<file path="src/rtl/cfg_bitstream_src.sv">
module cfg_bitstream_src #(
  parameter int          NBITS          = 48,
  parameter logic [15:0] DATA_MASK      = 16'h002D,
  parameter bit          RST_ACTIVE_LOW = 1'b1
) (
  input  logic dclk,
  input  logic por_n,
  input  logic rst_oe,
  input  logic cs_n,
  output logic sdo,
  output logic sdo_en,
  output logic casc_n
);
  localparam int AW = $clog2(NBITS + 1);
  localparam int SLOTS = 2 ** AW;
  localparam logic [AW-1:0] END_ADDR = AW'(NBITS);

  logic [SLOTS-1:0] rom;
  logic [AW-1:0]    addr;
  logic             rst_hit, clr, done, adv;

  for (genvar i = 0; i < SLOTS; i++) begin : g_rom
    localparam logic [31:0] IDX = i;
    if (i < NBITS) begin : g_used
      assign rom[i] = ^(IDX[15:0] & DATA_MASK);
    end else begin : g_pad
      assign rom[i] = 1'b0;
    end
  end

  assign rst_hit = RST_ACTIVE_LOW ? ~rst_oe : rst_oe;
  assign clr     = rst_hit | ~por_n;
  assign done    = (addr == END_ADDR);
  assign adv     = ~cs_n & ~done;

  always_ff @(posedge dclk or posedge clr) begin
    if (clr)      addr <= '0;
    else if (adv) addr <= addr + 1'b1;
  end

  assign sdo_en = ~clr & ~cs_n & ~done;
  assign sdo    = sdo_en & rom[addr];
  assign casc_n = ~done;
endmodule


</file>
<file path="config.mk">
export PLATFORM = sky130hd
export DESIGN_NAME = cfg_bitstream_src
export DESIGN_NICKNAME = d
export VERILOG_FILES = /design/src/rtl/cfg_bitstream_src.sv
export SDC_FILE = /design/constraint.sdc
export NUM_CORES = 1
export LEC_CHECK = 0
export BUFFER_PORTS_ARGS = -buffer_cell sky130_fd_sc_hd__buf_2
export CORE_AREA = 2 2 39 41
export CTS_CLUSTER_DIAMETER = 30
export DETAILED_ROUTE_END_ITERATION = 16
export DIE_AREA = 0 0 41 43
export GPL_ROUTABILITY_DRIVEN = 0
export PLACE_DENSITY = 0.45
export SYNTH_ARGS = -nofsm -noshare
export SYNTH_HDL_FRONTEND = slang
export SYNTH_SLANG_ARGS = --single-unit
</file>
<file path="constraint.sdc">
create_clock -name dclk -period 2.38 [get_ports dclk]
set_input_delay 0.476 -clock dclk [delete_from_list [all_inputs] [get_ports dclk]]
set_output_delay 0.476 -clock dclk [all_outputs]
set_load 0.02 [all_outputs]
</file>
==> results.ini, run 1 <==
[clocking]
ctsResizeCount=0
numCtsBuffers=3
insertion_delay_ns=0.25
cts_tree=built
cts_root_buffer=clkbuf_4
htree_levels=1
clock_sink_count=6
cts.hold.buffers_added=0
path_clk_slew_ns=0.05
cts_setup_buffers=0
clockBufferDepth=2

[detailed_routing]
via_per_inst=4.610
ant_nets=0
drt-initial-drc-count=3
drc_errors=0
routed_wl_um=668
dr.pass1.iters=2
vias=272
avgRoutedWirePerCell_um=11.32

[floorplan]
ios=7
die_width_um=41
num_rows=14
die_area_sq_um=1763
die_y_um=43
fp.coreArea_sq_um=1384
initial_core_util=0.2604

[grt]
grt-ovfl-total=0
grt_max_degree=7
grt_pass1_vias=274
grt_pass1_wl_um=1214
antenna_found_initial=0
grt_usage=0.1121

[cells_and_area]
stdcell_area_sq_um=432.9
final_net_count=51
syn_to_final_growth_pct=20.14
largest_reg_flops=6
antenna_cells=0
largest-register=addr
drive_above_1_share=0.2558
fill_cells=149
finish.utilization=0.3128
reg.largest.list=addr: 6 flops

[pwr]
total_power_mw=0.5256
ir_drop_mv=0.3765
power.density_nw_per_um2=1214
p_leak_nw=0.2137

[synthesis]
ys_types=17
synth_cells=34
synth_top_area_share=0.4167
yosysWarnings=0
syn_avg_cell_area_sq_um=10.60
synth_area_sq_um=360.3
synth_area_leader_cell=dfrtp_1
synth_edf_count=0
synth_area_leaders=dfrtp_1, xnor2_1, ha_1, xnor3_1, inv_1
seq_area_frac_synth=0.4167
ys_seq_elements=6
ys.flop_type=dfrtp_1
async_flop_share=1.000
syn_nets=40

[sta]
worst_pin_slew_ns=0.2367
maxSlewViolCount=0
finalSetupViolations=0
max_freq_mhz=458.1
period_share=0.9172
finalSetupTns_ns=0
hold_ws_ns=0.2163
period_minus_slack_ns=2.183
fin_worst_skew_ns=0.005842
finalHoldViolCount=0
rsz0062_at_grt=false
max-slew-margin-rel=0.8420

[placement]
port_buffers=6
hpwlAfterDp_um=524.8
place_area_sq_um=410.4

[critical_path]
endpoint_kind=output pin
critical_path.reg2reg.endpoint=addr[1]
critPathKind=reg2out
startpoint_type=flip-flop
r2r_cells=4
arrival_ns=1.71
reg2reg_slack_ns=0.96
path_max_fanout=6
required_ns=1.90
r2r-start=addr[0]

[job]
maxCapViolCount=0

[worst_hold_path]
holdCritPathClass=in2async

[outcome]
status=finished, final reports clean

-- worst max path at each step --
stage / start / to / slack [ns] / cells past startpoint
global route: addr[2] / sdo / 0.08 / 4
global placement: addr[2] / sdo / 0.50 / 4
CTS: addr[2] / sdo / 0.18 / 4
floorplan: addr[2] / sdo / 0.51 / 3
finish: addr[2] / sdo / 0.20 / 4
detailed placement: addr[2] / sdo / 0.46 / 4
-- routing by layer --
metal,share of wire,GRT usage
met2,0.51,0.1438
met5,0,0
met3,0.067,0.09424
met4,0,0.04000
met1,0.42,0.1344
-- cell usage after synthesis, types with 2 or more instances --
library cell  n
dfrtp_1       6
ha_1          2
inv_1         5
nand2_1       2
nand4b_1      2
nor2_1        3
o21ai_0       2
xnor2_1       3
-- critical path: stages (launching register included) --
cell	delay [ns]
dfrtp_1	0.42
xnor3_1	0.43
or2_0	0.22
a211oi_2	0.20
buf_2	0.19
-- placed cells by master, fill, tap and decap left out, types with 2 or more instances in the layout --
| cell type | n |
|---|---|
| o21ai_0 | 2 |
| nand4b_1 | 2 |
| xnor2_1 | 3 |
| nor2_1 | 3 |
| ha_1 | 2 |
| clkbuf_4 | 3 |
| nand2_1 | 2 |
| dfrtp_1 | 6 |
| inv_1 | 5 |
| buf_2 | 6 |
-- stage by stage --
step           cells  worst slack (ns)
3_5_place_dp      56            0.4637
5_1_grt           59           0.07868
2_1_floorplan     34            0.5064
3_3_place_gp      56            0.5039
4_1_cts           59            0.1839
6_report          59            0.1970
-- cells by family after synthesis --
| group | synth area share |
|---|---|
| adder cells (fa/ha/maj) | 0.06943 |
| multiplexers | 0.03125 |
| AO/OA/AOI/OAI | 0.09027 |
| flip-flops | 0.4167 |
| XOR/XNOR | 0.1597 |
| buffers and inverters | 0.05209 |
| AND/OR/NAND/NOR | 0.1806 |
-- report_power, final --
| group | switching [mW] | internal [mW] |
|---|---|---|
| Combinational | 0.0843 | 0.120 |
| Clock | 0.0387 | 0.0572 |
| Sequential | 0.0735 | 0.152 |
-- final cells by class --
class / instances / area [sq um] / area share
clock buffers: 3 / 22.52 / 0.05202
flip-flops and latches: 6 / 150.1 / 0.3468
repair buffers: 6 / 30.03 / 0.06936
inverters: 5 / 18.77 / 0.04335
multi-input cells: 23 / 191.4 / 0.4422
well taps: 16 / 20.02 / 0.04624
Note: power is estimated with default switching activity, not from simulation.
==> inputs of run 2 (changes only) <==
==> config.mk (replaced) <==
export PLATFORM = sky130hd
export DESIGN_NAME = cfg_bitstream_src
export DESIGN_NICKNAME = d
export VERILOG_FILES = /design/src/rtl/cfg_bitstream_src.sv
export SDC_FILE = /design/constraint.sdc
export NUM_CORES = 1
export LEC_CHECK = 0
export BUFFER_PORTS_ARGS = -buffer_cell sky130_fd_sc_hd__clkbuf_2
export CORE_AREA = 2 2 39 41
export CTS_CLUSTER_DIAMETER = 30
export DETAILED_ROUTE_END_ITERATION = 16
export DIE_AREA = 0 0 41 43
export GPL_ROUTABILITY_DRIVEN = 0
export PLACE_DENSITY = 0.47
export SYNTH_ARGS = -nofsm -noshare
export SYNTH_HDL_FRONTEND = slang
export SYNTH_SLANG_ARGS = --single-unit
==> constraint.sdc (replaced) <==
create_clock -name dclk -period 1.9 [get_ports dclk]
set_input_delay 0.38 -clock dclk [delete_from_list [all_inputs] [get_ports dclk]]
set_output_delay 0.38 -clock dclk [all_outputs]
set_load 0.02 [all_outputs]
==> run 2 against run 1 <==
Against the previous run:
- the flow now finishes with violations (setup timing)
- highest routed layer unchanged
- clock power up 26%
- utilization up 2.6 points
- register-to-register slack worse by 0.57 ns
- sequential power up 14%
- global-route usage down 1.0 points
- first-iteration DRC count up 130%
- total power up 37%
- clock skew up 0.0053 ns
- non-clock buffer count up 4
- combinational power up 67%
==> results.ini, run 2 (same netlist as run 1, synthesis figures left out) <==
[critical_path]
arrival_ns=1.62  ; was 1.71 ns
endpoint_kind=output pin  ; unchanged
r2r-start=addr[3]  ; was addr[0]
r2r_cells=5  ; was 4
reg2reg_slack_ns=0.39  ; was 0.96 ns
endpoint=sdo  ; unchanged
critPathKind=reg2out  ; unchanged
startpoint_type=flip-flop  ; unchanged
path_max_fanout=2  ; was 6
crit_path_start=addr[2]  ; unchanged
required_ns=1.52  ; was 1.90 ns
critical_path.reg2reg.endpoint=addr[1]  ; unchanged

[sta]
fin_ws_ns=-0.09569  ; was 0.1970 ns
fin_worst_skew_ns=0.01116  ; was 0.005842 ns
worst_pin_slew_ns=0.2281  ; was 0.2367 ns
finalSetupViolations=1  ; was 0
rsz0062_at_grt=true  ; was false
max_freq_mhz=501.1
max-slew-margin-rel=0.8478  ; was 0.8420
period_minus_slack_ns=1.996
maxSlewViolCount=0  ; unchanged
finalHoldViolCount=0  ; unchanged
period_share=1.050

[clocking]
clock_sink_count=6  ; unchanged
numCtsBuffers=3  ; unchanged
htree_levels=1  ; unchanged
path_clk_slew_ns=0.05  ; about the same
cts_tree=built  ; unchanged
clockBufferDepth=2  ; unchanged
insertion_delay_ns=0.25  ; about the same
cts_root_buffer=clkbuf_4  ; unchanged
cts.hold.buffers_added=0  ; unchanged

[floorplan]
die_area_sq_um=1763  ; unchanged
ios=7  ; unchanged
die_width_um=41  ; unchanged
fp.coreArea_sq_um=1384  ; unchanged
initial_core_util=0.2604  ; unchanged
num_rows=14  ; unchanged
die_y_um=43  ; unchanged

[cells_and_area]
antenna_cells=0  ; unchanged
stdcell_count=63  ; was 59
final_net_count=55  ; was 51
final_cell_mix=buf_4, inv_1, dfrtp_1  ; was dfrtp_1, buf_2, inv_1
largest_reg_flops=6  ; unchanged
drive_above_1_share=0.3404  ; was 0.2558
final_common_cell=buf_4
multi_input_area_sq_um=191.4  ; unchanged
regArea_sq_um=151.4  ; was 150.1 sq um
reg.largest.list=addr: 6 flops  ; unchanged
largest-register=addr  ; unchanged
syn_to_final_growth_pct=30.21  ; was 20.14%
fill_cells=145  ; was 149

[grt]
grt_max_degree=7  ; unchanged
antenna_found_initial=0  ; unchanged
grt_pass1_wl_um=1069  ; was 1214 um
grt_pass1_vias=245  ; was 274
grt_usage=0.1021  ; was 0.1121
grt-ovfl-total=0  ; unchanged

[detailed_routing]
drt-initial-drc-count=7  ; was 3
ant_nets=0  ; unchanged
via_per_inst=4.397  ; was 4.610
dr.pass1.iters=2  ; unchanged
vias=277  ; was 272
drc_errors=0  ; unchanged
routed_wl_um=678  ; was 668 um
avgRoutedWirePerCell_um=10.76  ; was 11.32 um

[pwr]
ir_drop_mv=0.5713  ; was 0.3765 mV
p_leak_nw=0.2350  ; was 0.2137 nW
power.density_nw_per_um2=1534  ; was 1214 nW/um^2

[outcome]
status=finished, violations left  ; was finished, final reports clean
violations=setup timing

[placement]
port_buffers=6  ; unchanged
dp.cells=58  ; was 56
preCtsSetupSlack_ns=0.1339  ; was 0.4637 ns

[job]
maxCapViolCount=0  ; unchanged

[worst_hold_path]
holdCritPathClass=in2async  ; unchanged

==> run 2: changes by cell type in the layout (fill, tap and decap cells not counted) <==
cell	previous run	this run
buf_2	6	0
buf_4	0	6
clkbuf_2	0	4
dfrtp_1	6	5
dfrtp_2	0	1
or2_0	1	0
or2_1	0	1
==> run 2: through the flow <==
| step | hold WS (ns) | instance area (sq um) | utilization | TNS [ns] | total power [mW] |
|---|---|---|---|---|---|
| after floorplan | 0.2575 | 360.3 | - | 0 | 0.4762 |
| after global placement | 0.3846 | 425.4 | 0.3074 | 0 | 0.5550 |
| after detailed placement | 0.3836 | 425.4 | 0.3074 | 0 | 0.5760 |
| after CTS | 0.1099 | 450.4 | 0.3255 | -0.1418 | 0.7047 |
| after global routing | 0.1526 | 469.2 | 0.3391 | -0.1991 | 0.7843 |
| final | 0.1031 | 469.2 | 0.3391 | -0.09569 | 0.7198 |
==> run 2: cell type report <==
cell class	count	share of cell area
Multi-Input combinational cell	23	0.4080
Timing Repair Buffer	10	0.1387
Clock buffer	3	0.04800
Sequential cell	6	0.3227
Tap cell	16	0.04267
Inverter	5	0.04000
==> run 2: routing by layer <==
metal,global-route usage,vias up,part of all wire
met5,0,-,0
met4,0.06000,0,0
met3,0.09424,0,0.060
met2,0.1125,5,0.50
met1,0.1250,128,0.44
li1,-,144,-
==> run 2: worst min path at each step <==
stage / slack, ns / cells after the start / start / end
5_1_grt: 0.15 / 3 / por_n / addr[4]
6_report: 0.10 / 3 / por_n / addr[2]
3_3_place_gp: 0.38 / 3 / por_n / addr[0]
4_1_cts: 0.11 / 3 / por_n / addr[3]
2_1_floorplan: 0.26 / 2 / por_n / addr[0]
3_5_place_dp: 0.38 / 3 / por_n / addr[3]
==> run 2: critical path, cell delays in order (launching register included) <==
cell,delay [ns]
dfrtp_1,0.35
xnor3_1,0.41
or2_1,0.23
a211oi_2,0.21
buf_4,0.17
==> run 2: timing repair <==
item | CTS | global route
cloned | 0 | 0
setup endpoints to repair | 1 | 2
resized for setup | 1 | 5
buffers inserted | 0 | 2
==> run 2: report_power, final <==
| part | internal [mW] | leakage (nW) | switching (mW) |
|---|---|---|---|
| Sequential | 0.193 | 0.0742 | 0.0648 |
| Combinational | 0.195 | 0.147 | 0.146 |
| Clock | 0.0717 | 0.0138 | 0.0493 |
| Total | 0.460 | 0.235 | 0.260 |
